[src/rtl/svidx_pkg.sv]
package svidx_pkg;

  typedef enum logic [0:0] {
    SEQ_IDLE = 1'b0,
    SEQ_EMIT = 1'b1
  } seq_state_t;

  localparam int unsigned NUM_OPS = 3;
  localparam int unsigned OP_DST  = 0;
  localparam int unsigned OP_SRCA = 1;
  localparam int unsigned OP_SRCB = 2;

endpackage

[src/rtl/svidx_scalar_det.sv]
module svidx_scalar_det #(
  parameter int unsigned IDX_W  = 5,
  parameter int unsigned BANK_W = 3,
  parameter int unsigned SPAN_W = 5
) (
  input  logic [IDX_W-1:0] idx,
  output logic             is_scalar
);
  localparam int unsigned LOW_W = (IDX_W < SPAN_W) ? IDX_W : SPAN_W;
  localparam logic [LOW_W-1:0] SCALAR_TOP = LOW_W'(1 << BANK_W);

  logic [LOW_W-1:0] low_part;

  generate
    if (IDX_W > LOW_W) begin : g_trunc
      logic [IDX_W-LOW_W-1:0] unused_hi;
      assign unused_hi = idx[IDX_W-1:LOW_W];
      assign low_part  = idx[LOW_W-1:0];
    end else begin : g_full
      assign low_part = idx;
    end
  endgenerate

  assign is_scalar = (low_part < SCALAR_TOP);
endmodule

[src/rtl/svidx_stride.sv]
module svidx_stride #(
  parameter int unsigned BANK_W = 3
) (
  input  logic              stride_sel,
  input  logic              wide,
  output logic [BANK_W-1:0] stride
);
  logic [BANK_W-1:0] base;

  always_comb begin
    base   = stride_sel ? BANK_W'(2) : BANK_W'(1);
    stride = wide ? BANK_W'(base << 1) : base;
  end
endmodule

[src/rtl/svidx_stepper.sv]
module svidx_stepper #(
  parameter int unsigned IDX_W  = 5,
  parameter int unsigned BANK_W = 3
) (
  input  logic [IDX_W-1:0]  idx,
  input  logic [BANK_W-1:0] stride,
  input  logic              en,
  output logic [IDX_W-1:0]  nxt
);
  logic [BANK_W-1:0] offs;

  always_comb begin
    offs = idx[BANK_W-1:0] + stride;
    nxt  = en ? {idx[IDX_W-1:BANK_W], offs} : idx;
  end
endmodule

[src/rtl/svidx_ctrl.sv]
module svidx_ctrl
  import svidx_pkg::*;
#(
  parameter int unsigned MAX_LEN = 8,
  parameter int unsigned LEN_W   = 4
) (
  input  logic             clk,
  input  logic             rst_n,
  input  logic             start,
  input  logic [LEN_W-1:0] vlen,
  input  logic             dst_scalar,
  input  logic             out_ready,
  output logic             busy,
  output logic             out_valid,
  output logic             first,
  output logic             last,
  output logic             delayed,
  output logic             load,
  output logic             adv,
  output logic             start_err
);
  localparam int unsigned CNT_W = (MAX_LEN > 1) ? $clog2(MAX_LEN) : 1;
  localparam logic [LEN_W-1:0] LEN_ONE = LEN_W'(1);
  localparam logic [LEN_W-1:0] LEN_MAX = LEN_W'(MAX_LEN);

  seq_state_t       st;
  logic [CNT_W-1:0] elem_idx;
  logic [CNT_W-1:0] len_m1;
  logic             multi;
  logic             err_q;

  logic handoff, done, can_take, take, bad;

  always_comb begin
    handoff  = (st == SEQ_EMIT) && out_ready;
    last     = (elem_idx == len_m1);
    done     = handoff && last;
    can_take = (st == SEQ_IDLE) || done;
    take     = start && can_take;
    bad      = (vlen == '0) || (vlen > LEN_MAX) || ((vlen != LEN_ONE) && dst_scalar);
    load     = take && !bad;
    adv      = handoff && !last;
  end

  always_ff @(posedge clk or negedge rst_n) begin
    if (!rst_n) begin
      st       <= SEQ_IDLE;
      elem_idx <= '0;
      len_m1   <= '0;
      multi    <= 1'b0;
      err_q    <= 1'b0;
    end else begin
      err_q <= take && bad;
      if (load) begin
        st       <= SEQ_EMIT;
        elem_idx <= '0;
        len_m1   <= CNT_W'(vlen - LEN_ONE);
        multi    <= (vlen != LEN_ONE);
      end else if (done) begin
        st <= SEQ_IDLE;
      end else if (adv) begin
        elem_idx <= elem_idx + CNT_W'(1);
      end
    end
  end

  assign busy      = (st == SEQ_EMIT);
  assign out_valid = (st == SEQ_EMIT);
  assign first     = (elem_idx == '0);
  assign delayed   = multi;
  assign start_err = err_q;

  p_rst_idle_r1: assert property (@(posedge clk) !rst_n |=> !busy && !start_err);

  p_err_no_emit_r10: assert property (@(posedge clk) disable iff (!rst_n)
    start_err |-> !busy && !out_valid);

  p_hold_r11: assert property (@(posedge clk) disable iff (!rst_n)
    (out_valid && !out_ready) |=> out_valid && $stable(elem_idx) && $stable(delayed));

  p_first_on_entry_r2: assert property (@(posedge clk) disable iff (!rst_n)
    $rose(out_valid) |-> first);

  p_end_after_last_r2: assert property (@(posedge clk) disable iff (!rst_n)
    (out_valid && out_ready && last && !start) |=> !out_valid);

  p_single_untagged_r8: assert property (@(posedge clk) disable iff (!rst_n)
    (out_valid && first && last) |-> !delayed);
endmodule

[src/rtl/svidx_seq.sv]
module svidx_seq
  import svidx_pkg::*;
#(
  parameter int unsigned IDX_W   = 5,
  parameter int unsigned BANK_W  = 3,
  parameter int unsigned SPAN_W  = 5,
  parameter int unsigned MAX_LEN = 8,
  parameter int unsigned LEN_W   = 4
) (
  input  logic             clk,
  input  logic             rst_n,
  input  logic             start,
  input  logic             three_op,
  input  logic             stride_sel,
  input  logic             wide,
  input  logic [LEN_W-1:0] vlen,
  input  logic [IDX_W-1:0] dst_in,
  input  logic [IDX_W-1:0] srca_in,
  input  logic [IDX_W-1:0] srcb_in,
  output logic             busy,
  output logic             start_err,
  output logic             out_valid,
  input  logic             out_ready,
  output logic [IDX_W-1:0] out_dst,
  output logic [IDX_W-1:0] out_srca,
  output logic [IDX_W-1:0] out_srcb,
  output logic             out_first,
  output logic             out_last,
  output logic             out_delayed
);
  logic [IDX_W-1:0]  in_idx  [NUM_OPS];
  logic [IDX_W-1:0]  cur_idx [NUM_OPS];
  logic [IDX_W-1:0]  nxt_idx [NUM_OPS];
  logic [NUM_OPS-1:0] in_scalar;
  logic [NUM_OPS-1:0] step_en;
  logic [BANK_W-1:0] stride_in;
  logic [BANK_W-1:0] stride_q;
  logic              three_q;
  logic              load, adv;
  logic              cur_b_scalar;

  assign in_idx[OP_DST]  = dst_in;
  assign in_idx[OP_SRCA] = srca_in;
  assign in_idx[OP_SRCB] = srcb_in;

  genvar g;
  generate
    for (g = 0; g < NUM_OPS; g++) begin : g_op
      svidx_scalar_det #(.IDX_W(IDX_W), .BANK_W(BANK_W), .SPAN_W(SPAN_W)) u_det (
        .idx      (in_idx[g]),
        .is_scalar(in_scalar[g])
      );
      svidx_stepper #(.IDX_W(IDX_W), .BANK_W(BANK_W)) u_step (
        .idx   (cur_idx[g]),
        .stride(stride_q),
        .en    (step_en[g]),
        .nxt   (nxt_idx[g])
      );
    end
  endgenerate

  svidx_scalar_det #(.IDX_W(IDX_W), .BANK_W(BANK_W), .SPAN_W(SPAN_W)) u_det_outb (
    .idx      (cur_idx[OP_SRCB]),
    .is_scalar(cur_b_scalar)
  );

  svidx_stride #(.BANK_W(BANK_W)) u_stride (
    .stride_sel(stride_sel),
    .wide      (wide),
    .stride    (stride_in)
  );

  svidx_ctrl #(.MAX_LEN(MAX_LEN), .LEN_W(LEN_W)) u_ctrl (
    .clk       (clk),
    .rst_n     (rst_n),
    .start     (start),
    .vlen      (vlen),
    .dst_scalar(in_scalar[OP_DST]),
    .out_ready (out_ready),
    .busy      (busy),
    .out_valid (out_valid),
    .first     (out_first),
    .last      (out_last),
    .delayed   (out_delayed),
    .load      (load),
    .adv       (adv),
    .start_err (start_err)
  );

  always_ff @(posedge clk or negedge rst_n) begin
    if (!rst_n) begin
      for (int i = 0; i < NUM_OPS; i++) cur_idx[i] <= '0;
      step_en  <= '0;
      stride_q <= '0;
      three_q  <= 1'b0;
    end else if (load) begin
      for (int i = 0; i < NUM_OPS; i++) cur_idx[i] <= in_idx[i];
      step_en[OP_DST]  <= 1'b1;
      step_en[OP_SRCA] <= three_op || !in_scalar[OP_SRCA];
      step_en[OP_SRCB] <= three_op && !in_scalar[OP_SRCB];
      stride_q <= stride_in;
      three_q  <= three_op;
    end else if (adv) begin
      for (int i = 0; i < NUM_OPS; i++) cur_idx[i] <= nxt_idx[i];
    end
  end

  assign out_dst  = cur_idx[OP_DST];
  assign out_srca = cur_idx[OP_SRCA];
  assign out_srcb = cur_idx[OP_SRCB];

  logic [BANK_W-1:0] dst_lo_plus;
  assign dst_lo_plus = out_dst[BANK_W-1:0] + stride_q;

  p_bank_keep_r4: assert property (@(posedge clk) disable iff (!rst_n)
    (out_valid && out_ready && !out_last) |=> $stable(out_dst[IDX_W-1:BANK_W])
      && $stable(out_srca[IDX_W-1:BANK_W]) && $stable(out_srcb[IDX_W-1:BANK_W]));

  p_dst_step_r5: assert property (@(posedge clk) disable iff (!rst_n)
    (out_valid && out_ready && !out_last) |=> out_dst[BANK_W-1:0] == $past(dst_lo_plus));

  p_scalar_hold_r6: assert property (@(posedge clk) disable iff (!rst_n)
    (out_valid && out_ready && !out_last && three_q && cur_b_scalar) |=> $stable(out_srcb));

  p_idx_hold_r11: assert property (@(posedge clk) disable iff (!rst_n)
    (out_valid && !out_ready) |=> $stable(out_dst) && $stable(out_srca) && $stable(out_srcb)
      && $stable(out_first) && $stable(out_last));

  p_stride_legal_r3: assert property (@(posedge clk) disable iff (!rst_n)
    out_valid |-> $countones(stride_q) == 1);
endmodule

[config.mk]
export PLATFORM = sky130hd
export DESIGN_NAME = svidx_seq
export DESIGN_NICKNAME = d
export VERILOG_FILES = /design/src/rtl/svidx_pkg.sv /design/src/rtl/svidx_scalar_det.sv /design/src/rtl/svidx_stride.sv /design/src/rtl/svidx_stepper.sv /design/src/rtl/svidx_ctrl.sv /design/src/rtl/svidx_seq.sv
export SDC_FILE = /design/constraint.sdc
export NUM_CORES = 1
export LEC_CHECK = 0
export ABC_CLOCK_PERIOD_IN_PS = 2350
export BUFFER_PORTS_ARGS = -buffer_cell sky130_fd_sc_hd__buf_2
export CAP_MARGIN = 20
export CELL_PAD_IN_SITES_DETAIL_PLACEMENT = 1
export CELL_PAD_IN_SITES_GLOBAL_PLACEMENT = 1
export CORE_MARGIN = 3
export CORE_UTILIZATION = 40
export CTS_CLUSTER_SIZE = 40
export DETAILED_ROUTE_END_ITERATION = 12
export PLACE_DENSITY = 0.76
export RECOVER_POWER = 50
export SLEW_MARGIN = 15
export SYNTH_ARGS = -nofsm -noshare
export SYNTH_HDL_FRONTEND = slang
export SYNTH_SLANG_ARGS = --single-unit
[constraint.sdc]
create_clock -name clk -period 2.35 [get_ports clk]
set_input_delay 0.1175 -clock clk [delete_from_list [all_inputs] [get_ports clk]]
set_output_delay 0.1175 -clock clk [all_outputs]
set_load 0.02 [all_outputs]
# [Word-level counts from Yosys, hierarchy flattened]
# Cells that the tools add are included.
[classes] reduce_logical=27 order_cmp=4 addsub=5 n_eq_ne=3 n_bitwise=1 n_mux=12
[ops] op="$mux W15" n=2
[ops] op="$mux W3" n=7
[ops] op="$lt A5 B4 Y1 const B" n=3
[ops] op="$reduce_bool A2 Y1" n=5
[ops] op="$add A3 B3 Y3" n=3
[ops] op="$logic_and A1 B1 Y1" n=8
[ops] op="$reduce_and A2 Y1" n=4
[ops] op="$gt A4 B4 Y1 const B" n=1
[ops] op="$logic_not A1 Y1" n=4
[ops] op="$logic_not A4 Y1" n=1
[ops] op="$logic_or A1 B1 Y1" n=4
[ops] op="$ne A4 B1 Y1 const B" n=1
[ops] op="$add A3 B1 Y3 const B" n=1
[ops] op="$eq A3 B3 Y1" n=1
[ops] op="$logic_not A3 Y1" n=1
[ops] op="$sub A3 B1 Y3 const B" n=1
[ops] op="$mux W1" n=2
[ops] op="$mux W2" n=1
[ops] op="$ne A2 B2 Y1 const B" n=1
[ops] op="$not A1 Y1" n=1
[totals] out_inout_bits=21 inputBits=26 ff_bits=30 word_cells=65

# [Logic depth before layout (Yosys ltp)]
# Gate-level depths: netlist (run 1).
[depth] ltp_word=7 depth_mapped=9 depth_no_buf=6

# [Modules after synthesis]
# A second synthesis (run 1) with hierarchy kept.
[hier_totals] cells_unflattened=169 area_unflattened_um2=1854.3
[by_module_without_submodules] mod="svidx_seq" area_each_um2=927.1 cells_each=82 instances=1
[by_module_without_submodules] mod="svidx_ctrl" area_each_um2=609.3 cells_each=53 instances=1
[by_module_without_submodules] mod="svidx_stepper" area_each_um2=91.3 cells_each=9 instances=3
[by_module_without_submodules] mod="svidx_stride" area_each_um2=32.5 cells_each=4 instances=1
[by_module_without_submodules] mod="svidx_scalar_det" area_each_um2=3.8 cells_each=1 instances=3

# [Least setup slack after synthesis (run 1)]
# Ideal clock, no wire load.
[synth_timing] path_kind="flip-flop to flip-flop" from="register u_ctrl.elem_idx[0]" to="register stride_q[0]" setup_slack_ns=0.246 stages_incl_launch_ff=7 arrival_time_ns=1.978 synth_period_minus_slack_ns=2.104 path_cell_list="dfrtp_1 > xor2_1 > o41a_1 > or3_1 > buf_6 > buf_6 > mux2_4"
[synth_between] elab_chain_len=5
[synth_lines] item="from (decl)" line_no="svidx_ctrl.sv:27" source="logic [CNT_W-1:0] elem_idx;"
[synth_lines] item="from (signal assigned)" line_no="svidx_ctrl.sv:62" source="elem_idx <= elem_idx + CNT_W'(1);"
[synth_lines] item="$eq A3 B3 Y1" line_no="svidx_ctrl.sv:36" source="last = (elem_idx == len_m1);"
[synth_lines] item="$logic_and A1 B1 Y1" line_no="svidx_ctrl.sv:37" source="done = handoff && last;"
[synth_lines] item="$logic_or A1 B1 Y1" line_no="svidx_ctrl.sv:38" source="can_take = (st == SEQ_IDLE) || done;"
[synth_lines] item="$logic_and A1 B1 Y1" line_no="svidx_ctrl.sv:39" source="take = start && can_take;"
[synth_lines] item="$logic_and A1 B1 Y1" line_no="svidx_ctrl.sv:41" source="load = take && !bad;"
[synth_lines] item="to (signal assigned)" line_no="svidx_seq.sv:101" source="stride_q <= stride_in;"
[synth_lines] item="to (decl)" line_no="svidx_seq.sv:37" source="logic [BANK_W-1:0] stride_q;"
# Every way passes these cells.
# A chain may end at the register's enable or synchronous reset.

# [Worst setup path in the final report (run 1)]
# Ends and elaborated chain as after synthesis.

==> metrics.cfg, run 1 <==
[synth]
syn_nets=185
ys_seq_elements=30
synth-compound-area-share_pct=11.3
synthMuxAreaShare_pct=12.9
syn_inst=147
yosys_warnings=0
synth_fa_ha_area_share_pct=10.3
syn-cell-area_sq_mm=0.00168
synthSimpleGateAreaFrac_pct=11.5
yosysSeqAreaShare_pct=44.7
synth-xor-area-share_pct=4.69
yosysUniqueCellTypes=31
synth_top_family_by_area=multiplexers
syn_avg_cell_area_sq_um=11.4

[pwr]
p_per_area_mw_per_mm2=1360
peakVddDrop_mv=0.581
p_leak_nw=0.988

[finish]
multiInputGateArea_sq_um=850
final_common_cell=buf_2
nets=241
area_growth_syn_to_layout_pct=23.4
seqCellArea_sq_um=751
final_cells=252
antenna_cells=0
drive_above_1_share_pct=32.4
layout_common_cells=buf_2 (35), dfrtp_1 (30), clkbuf_1 (12)
fillers=469

[clocking]
clk_latency_ns=0.28
cts_tree=yes
cts_setup_buffers=0
clock_sinks=30
ctsResizeCount=0
cts_buffers=5
ctsHoldBuffers=1
htreeDepth=2
root_buffer=clkbuf_8
clkSlewWorstSetupHoldPaths_ns=0.06
clock_path_buffers=2

[setup_path]
cp-start-kind=flip-flop
criticalPathCategory=reg2reg
required_ns=2.52
critPathArrivalTime_ns=2.30
path_max_fanout=19
rr_worst_depth=5
ff2ff_setup_slack_ns=0.22
cp-end-kind=flip-flop

[global_routing]
gr-total-overflow=0
met2_usage_pct=29.6
met3_usage_pct=4.83
grt_max_degree=31
grt_usage_pct=18.0
gr-usage-met1_pct=22.6
antenna_found_initial=0
grt_busiest_layer=met2
grt_pass1_wl_um=7100
grt_pass1_vias=1477

[drt]
wirelength_um=4120
vias=1348
dr.first_iter.drc_count=40
routedWlPerCell_um=16.3
via_per_inst=5.35
final_antenna_net_count=0
drtPass1Iterations=4
drc=0

[timing]
post-route-period-util_pct=90.7
fmax_ghz=0.469
rsz0062_at_grt=no
finalMaxSlewViolations=31
hold_viol=0
finalSetupTns_ns=0
tightest_slew_ns=1.61
clock_skew_ns=0.00568
post-route-min-period_ns=2.13
slew_headroom_pct=-7.56
finalSetupViolations=0

[die]
die_y_um=70.8
die-area_sq_mm=0.00501
rows=22
io_pins=47
initial_core_util_pct=43.6
core_sq_mm=0.00385
fp.dieW_um=70.8

[placement]
gp_congestion=0.786
io_buffers=46
hpwl_um=3080
dp.cells=243

[job]
cap_violations=1

[hold_path]
worstHoldPathCells=2
hold_class=in2reg

[run_status]
status=finished with violations
violations=max-capacitance violations, max-slew violations

==> cell families after synthesis <==
| kind of cell | after synthesis |
|---|---|
| mux | 19 |
| fa+ha+maj | 12 |
| xor+xnor | 9 |
| buf+inv | 14 |
| flops | 30 |
| simple gates | 34 |
| compound gates | 29 |
==> path summary, 6_finish.rpt <==
check | start | to
max in group asynchronous | rst_n | out_srcb[1]
min in group asynchronous | rst_n | u_ctrl.len_m1[0]
max reg2reg | u_ctrl.elem_idx[0] | stride_q[0]
min reg2reg | out_dst[4] | out_dst[4]
min | srcb_in[4] | out_srcb[4]
max | u_ctrl.elem_idx[0] | stride_q[0]
==> synthesized netlist by cell type <==
cell	count	area [sq um]
o311ai_0	4	35.0
nor4_1	9	56.3
nor2b_1	1	6.26
o41a_1	1	11.3
nand2b_1	3	18.8
ha_1	9	113
o21a_1	1	7.51
and2_1	3	18.8
or3b_2	1	8.76
or3_1	4	25.0
a31oi_1	4	25.0
mux2i_1	7	70.1
mux2_2	9	101
dfrtp_1	30	751
xor2_1	7	61.3
buf_4	1	7.51
nand2_1	5	18.8
o31ai_1	5	37.5
fa_1	3	60.1
nor3b_1	1	7.51
inv_1	7	26.3
a21oi_1	6	30.0
nor2_1	4	15.0
buf_6	3	33.8
xnor2_1	2	17.5
nor3_1	1	5.00
clkbuf_1	3	11.3
or2_2	2	12.5
o21ai_0	7	35.0
mux2_4	3	45.0
a211oi_1	1	7.51
==> flip-flops by register name (all words and copies together) (netlist names), 3 cells and up <==
register and flops:
out_srca 5, u_ctrl.elem_idx 3, stride_q 3, step_en 3, out_srcb 5, out_dst 5, u_ctrl.len_m1 3
==> report_power, final <==
group          leakage (nW)  total [mW]  internal, mW  switching, mW
clock                0.0482       0.428         0.236          0.192
sequential            0.351       0.973         0.759          0.214
combinational         0.589        1.42         0.606          0.816
total                 0.988        2.82          1.60           1.22
==> routing by layer <==
metal  wire (um)  up-vias
li1            -      642
met1        1790      671
met2        2100       28
met3         177        7
met4          46        0
met5           0        -
==> worst max-delay path, stage by stage, from the launching register on <==
cell and delay, ns:
dfrtp_1 0.43, xor2_1 0.24, o41a_1 0.47, or3_1 0.33, buf_4 0.22, mux2_4 0.31
==> through the flow <==
stage / utilization [%] / hold WS, ns / power, mW / worst slack, ns / instance area [sq um]
4_1_cts: 54.1 / 0.0689 / 2.88 / 0.229 / 2090
3_3_place_gp: 51.5 / 0.193 / 2.35 / 0.292 / 1980
2_1_floorplan: - / -0.178 / 1.94 / 0.246 / 1680
5_1_grt: 53.8 / 0.0811 / 3.07 / 0.141 / 2070
3_5_place_dp: 51.5 / 0.200 / 2.42 / 0.246 / 1980
6_report: 53.8 / 0.0780 / 2.82 / 0.218 / 2070
==> area by class of cell <==
type	instances	share of cell area [%]
Sequential cell	30	36.2
Inverter	7	1.27
Multi-Input combinational cell	103	41.0
Clock inverter	1	0.242
Timing Repair Buffer	56	14.2
Tap cell	48	2.90
Clock buffer	7	4.17
Power figures use the tool's default switching activity.
==> run 2, diff against run 1 <==
--- a/config.mk
+++ b/config.mk
@@ -8,13 +8,11 @@
 export ABC_CLOCK_PERIOD_IN_PS = 2350
 export BUFFER_PORTS_ARGS = -buffer_cell sky130_fd_sc_hd__buf_2
 export CAP_MARGIN = 20
-export CELL_PAD_IN_SITES_DETAIL_PLACEMENT = 1
-export CELL_PAD_IN_SITES_GLOBAL_PLACEMENT = 1
 export CORE_MARGIN = 3
-export CORE_UTILIZATION = 40
+export CORE_UTILIZATION = 42
 export CTS_CLUSTER_SIZE = 40
 export DETAILED_ROUTE_END_ITERATION = 12
-export PLACE_DENSITY = 0.76
+export PLACE_DENSITY_LB_ADDON = 0.05
 export RECOVER_POWER = 50
 export SLEW_MARGIN = 15
 export SYNTH_ARGS = -nofsm -noshare
==> metrics.cfg, run 2 (synthesis results as in run 1) <==
[finish]
drive_above_1_share_pct=31.0  ; was 32.4%
area_growth_syn_to_layout_pct=22.4  ; was 23.4%
layout_common_cells=buf_2 (34), dfrtp_1 (30), clkbuf_1 (14)  ; was buf_2 (35), dfrtp_1 (30), clkbuf_1 (12)
fillers=368  ; was 469
multiInputGateArea_sq_um=850  ; unchanged
nets=241  ; unchanged
final_common_cell=buf_2  ; unchanged
seqCellArea_sq_um=751  ; unchanged
antenna_cells=0  ; unchanged

[die]
core_sq_mm=0.00374  ; was 0.00385 sq mm
initial_core_util_pct=44.9  ; was 43.6%
io_pins=47  ; unchanged
die-area_sq_mm=0.00479  ; was 0.00501 sq mm
die_y_um=69.2  ; was 70.8 um
fp.dieW_um=69.2  ; was 70.8 um
rows=22  ; unchanged

[setup_path]
criticalPathCategory=reg2reg  ; unchanged
required_ns=2.50  ; was 2.52 ns
slowest_delay_ns=0.46  ; was 0.47 ns
cp-start-kind=flip-flop  ; unchanged
crit_chain=xor2_1 -> o41a_1 -> or3_1 -> buf_4 -> mux2_4  ; unchanged
critPathSlowestCell=o41a_1  ; unchanged
cp-end-kind=flip-flop  ; unchanged
path_max_fanout=16  ; was 19
path_buf_inv=1  ; unchanged
critPathArrivalTime_ns=2.24  ; was 2.30 ns
critical_path.top_delay_family=compound AO/OA/AOI/OAI gates  ; unchanged

[timing]
post-route-min-period_ns=2.09  ; was 2.13 ns
finalSetupTns_ns=0  ; unchanged
tightest_slew_ns=1.60  ; was 1.61 ns
rsz0062_at_grt=no  ; unchanged
fmax_ghz=0.479  ; was 0.469 GHz
slew_headroom_pct=-6.76  ; was -7.56%
post-route-period-util_pct=88.8  ; was 90.7%
finalMaxSlewViolations=31  ; unchanged
clock_skew_ns=0.00708  ; was 0.00568 ns
hold_viol=0  ; unchanged
finalSetupViolations=0  ; unchanged

[clocking]
clock_path_buffers=2  ; unchanged
htreeDepth=2  ; unchanged
clk_latency_ns=0.27  ; was 0.28 ns
root_buffer=clkbuf_8  ; unchanged
cts_buffers=5  ; unchanged
clock_sinks=30  ; unchanged
cts_tree=yes  ; unchanged
clkSlewWorstSetupHoldPaths_ns=0.06  ; about the same

[pwr]
p_per_area_mw_per_mm2=1340  ; was 1360 mW/mm^2
p_leak_nw=0.975  ; was 0.988 nW
total_power_mw=2.75  ; was 2.82 mW
peakVddDrop_mv=0.585  ; was 0.581 mV

[global_routing]
gr-total-overflow=0  ; unchanged
grt_max_degree=31  ; unchanged
grt_usage_pct=17.2  ; was 18.0%
grt_pass1_vias=1420  ; was 1477
grt_pass1_wl_um=6620  ; was 7100 um
antenna_found_initial=0  ; unchanged

[drt]
drc=0  ; unchanged
routedWlPerCell_um=15.5  ; was 16.3 um
vias=1343  ; was 1348
drtPass1Iterations=4  ; unchanged
via_per_inst=5.35  ; about the same
dr.first_iter.drc_count=36  ; was 40
final_antenna_net_count=0  ; unchanged
wirelength_um=3880  ; was 4120 um

[placement]
gp_congestion=0.822  ; was 0.786
hpwl_um=2960  ; was 3080 um
io_buffers=46  ; unchanged

[hold_path]
hold_class=in2reg  ; unchanged

[run_status]
status=finished with violations  ; unchanged
violations=max-capacitance violations, max-slew violations  ; unchanged

[job]
cap_violations=1  ; unchanged

-- run 2: cell types whose count changed in the layout (fill, tap and decap cells not counted), sizes merged --
| cell | previous run | this run |
|---|---|---|
| clkinv | 1 | 0 |
| buf | 44 | 43 |
| clkbuf | 18 | 19 |
-- run 2: worst register-to-register path, stage by stage, from the launching register on --
cell	delay, ns
dfrtp_1	0.42
xor2_1	0.23
o41a_1	0.46
or3_1	0.34
buf_4	0.21
mux2_4	0.31
-- run 2: layer usage --
metal	vias up	wire length [um]	track usage, %
met5	-	0	0
met3	2	224	4.35
met4	0	18	4.56
met1	648	1740	22.7
met2	46	1900	28.2
li1	647	-	-
-- run 2: layout make-up --
cell class	instances	share of cell area [%]
Multi-Input combinational cell	103	41.3
Tap cell	48	2.92
Timing Repair Buffer	56	14.2
Clock buffer	7	3.71
Sequential cell	30	36.5
Inverter	7	1.28
-- run 2: power breakdown --
| part | internal, mW | total (mW) | switching [mW] |
|---|---|---|---|
| Clock | 0.203 | 0.379 | 0.175 |
| Sequential | 0.759 | 0.970 | 0.211 |
| Combinational | 0.601 | 1.40 | 0.802 |
-- run 2: what timing repair did --
item / 4_1_cts / 5_1_grt
buffers inserted: 0 / 0
hold buffers: 1 / 0
gates resized for setup: 0 / 0
hold endpoints to repair: 30 / 0
-- run 2: per-stage QoR --
step	hold WS (ns)	worst slack (ns)	cells	util [%]	cell area, sq um
6_report	0.0938	0.262	251	54.9	2060
3_3_place_gp	0.186	0.314	243	53.0	1980
3_5_place_dp	0.196	0.266	243	53.0	1980
2_1_floorplan	-0.178	0.246	147	-	1680
5_1_grt	0.0865	0.167	251	54.9	2060
4_1_cts	0.0832	0.244	251	55.3	2070
-- run 2: worst paths after layout --
check | end | slack (ns) | cells past startpoint | start
max in group asynchronous | stride_q[0] | 0.63 | 2 | rst_n
min reg2reg | step_en[0] | 0.49 | 1 | step_en[0]
max | stride_q[1] | 0.26 | 5 | u_ctrl.elem_idx[0]
min | out_srcb[4] | 0.09 | 2 | srcb_in[4]
max reg2reg | stride_q[1] | 0.26 | 5 | u_ctrl.elem_idx[0]
min in group asynchronous | out_srca[1] | 0.78 | 2 | rst_n
==> run 3, diff against run 2 <==
--- a/config.mk
+++ b/config.mk
@@ -8,6 +8,7 @@
 export ABC_CLOCK_PERIOD_IN_PS = 2350
 export BUFFER_PORTS_ARGS = -buffer_cell sky130_fd_sc_hd__buf_2
 export CAP_MARGIN = 20
+export CORE_ASPECT_RATIO = 0.9
 export CORE_MARGIN = 3
 export CORE_UTILIZATION = 42
 export CTS_CLUSTER_SIZE = 40
==> metrics.cfg, run 3 (synthesis results as in run 1) <==
[finish]
area_growth_syn_to_layout_pct=23.1  ; was 22.4%
seqCellArea_sq_um=751  ; unchanged
final_common_cell=buf_2  ; unchanged
nets=241  ; unchanged
fillers=369  ; was 368
drive_above_1_share_pct=31.4  ; was 31.0%
fin_util_pct=54.6  ; was 54.9%
layout_common_cells=buf_2 (33), dfrtp_1 (30), clkbuf_1 (14)  ; was buf_2 (34), dfrtp_1 (30), clkbuf_1 (14)
multiInputGateArea_sq_um=850  ; unchanged
antenna_cells=0  ; unchanged

[placement]
gp_congestion=0.817  ; was 0.822
io_buffers=46  ; unchanged
hpwl_um=2870  ; was 2960 um

[run_status]
status=finished with violations  ; unchanged
violations=max-capacitance violations, max-slew violations  ; unchanged

[timing]
post-route-period-util_pct=91.1  ; was 88.8%
finalSetupTns_ns=0  ; unchanged
fmax_ghz=0.467  ; was 0.479 GHz
finalMaxSlewViolations=31  ; unchanged
rsz0062_at_grt=no  ; unchanged
hold_viol=0  ; unchanged
slew_headroom_pct=-12.2  ; was -6.76%
post-route-min-period_ns=2.14  ; was 2.09 ns
tightest_slew_ns=1.68  ; was 1.60 ns
clock_skew_ns=0.00861  ; was 0.00708 ns
finalSetupViolations=0  ; unchanged

[drt]
routedWlPerCell_um=15.2  ; was 15.5 um
wl_met3_um=253  ; was 224 um
top_layer_used=met4  ; unchanged
final_antenna_net_count=0  ; unchanged
drt-met1-wl_um=1740  ; about the same
vias=1333  ; was 1343
drtPass1Iterations=4  ; unchanged
route.met2.wl_um=1770  ; was 1900 um
drc=0  ; unchanged
via_per_inst=5.33  ; was 5.35
wirelength_um=3810  ; was 3880 um
dr.first_iter.drc_count=78  ; was 36

[setup_path]
timing.rr.start=u_ctrl.elem_idx[0]  ; unchanged
criticalPathCategory=reg2reg  ; unchanged
cp-end-kind=flip-flop  ; unchanged
required_ns=2.52  ; was 2.50 ns
startpoint=u_ctrl.elem_idx[0]  ; unchanged
path_max_fanout=19  ; was 16
cp-start-kind=flip-flop  ; unchanged
critPathArrivalTime_ns=2.31  ; was 2.24 ns

[pwr]
p_per_area_mw_per_mm2=1340  ; about the same
peakVddDrop_mv=0.531  ; was 0.585 mV
p_leak_nw=0.983  ; was 0.975 nW

[clocking]
clock_sinks=30  ; unchanged
htreeDepth=2  ; unchanged
clkSlewWorstSetupHoldPaths_ns=0.06  ; about the same
cts_setup_buffers=0  ; unchanged
cts_tree=yes  ; unchanged
root_buffer=clkbuf_8  ; unchanged
cts_buffers=5  ; unchanged
clock_path_buffers=2  ; unchanged
clk_latency_ns=0.29  ; was 0.27 ns

[global_routing]
grt_pass1_vias=1391  ; was 1420
grt_max_degree=31  ; unchanged
grt_pass1_wl_um=6470  ; was 6620 um
antenna_found_initial=0  ; unchanged
grt_usage_pct=17.9  ; was 17.2%
gr-total-overflow=0  ; unchanged

[die]
io_pins=47  ; unchanged
rows=21  ; was 22
die-area_sq_mm=0.00479  ; about the same
initial_core_util_pct=44.4  ; was 44.9%
fp.dieW_um=72.7  ; was 69.2 um
core_sq_mm=0.00378  ; was 0.00374 sq mm
die_y_um=66.0  ; was 69.2 um

[hold_path]
worstHoldStart=start  ; was srcb_in[4]
hold_class=in2reg  ; unchanged

[job]
cap_violations=1  ; unchanged

run 3: changes by cell type in the layout (fill, tap and decap cells not counted):
cell,before,now
buf_2,34,33
clkbuf_8,5,6
clkinv_2,0,1
run 3: final timing paths:
| kind | to | slack, ns | cells after the start |
|---|---|---|---|
| worst max-delay path | stride_q[1] | 0.21 | 5 |
| worst min-delay path | u_ctrl.elem_idx[1] | 0.06 | 2 |
| worst max register to register | stride_q[1] | 0.21 | 5 |
| worst min register to register | step_en[0] | 0.50 | 1 |
| max in group asynchronous | step_en[2] | 0.56 | 2 |
| min in group asynchronous | step_en[0] | 0.80 | 2 |
run 3: cell type report:
cell class	instances	area share (%)
Inverter	7	1.27
Timing Repair Buffer	56	14.1
Multi-Input combinational cell	103	41.1
Tap cell	46	2.78
Clock inverter	1	0.242
Clock buffer	7	4.18
Sequential cell	30	36.3
run 3: report_power, final:
part	internal (mW)	switching [mW]	total [mW]
logic	0.595	0.783	1.38
clock network	0.236	0.194	0.430
registers	0.759	0.208	0.967
run 3: layer usage:
| layer | track usage [%] | up-vias |
|---|---|---|
| li1 | - | 649 |
| met1 | 23.2 | 635 |
| met2 | 27.4 | 43 |
| met3 | 5.93 | 6 |
| met4 | 6.91 | 0 |
| met5 | 0 | - |
run 3: metrics by stage:
step | cell area, sq um | hold slack [ns] | std cells | total power [mW] | setup WS (ns)
2_1_floorplan | 1680 | -0.178 | 147 | 1.94 | 0.246
3_3_place_gp | 1980 | 0.194 | 241 | 2.34 | 0.298
3_5_place_dp | 1980 | 0.205 | 241 | 2.40 | 0.215
4_1_cts | 2080 | 0.0516 | 250 | 2.84 | 0.199
5_1_grt | 2070 | 0.0614 | 250 | 3.01 | 0.118
6_report | 2070 | 0.0642 | 250 | 2.78 | 0.208
run 3: what timing repair did:
item / 4_1_cts / 5_1_grt
endpoints found under the setup margin: 0 / 0
hold buffers: 1 / 0
hold endpoints to repair: 30 / 0
resized for setup: 0 / 0
run 3: critical path, cell delays in order (launching register included):
cell,delay (ns)
dfrtp_1,0.43
xor2_1,0.24
o41a_1,0.48
or3_1,0.34
buf_4,0.23
mux2_4,0.31
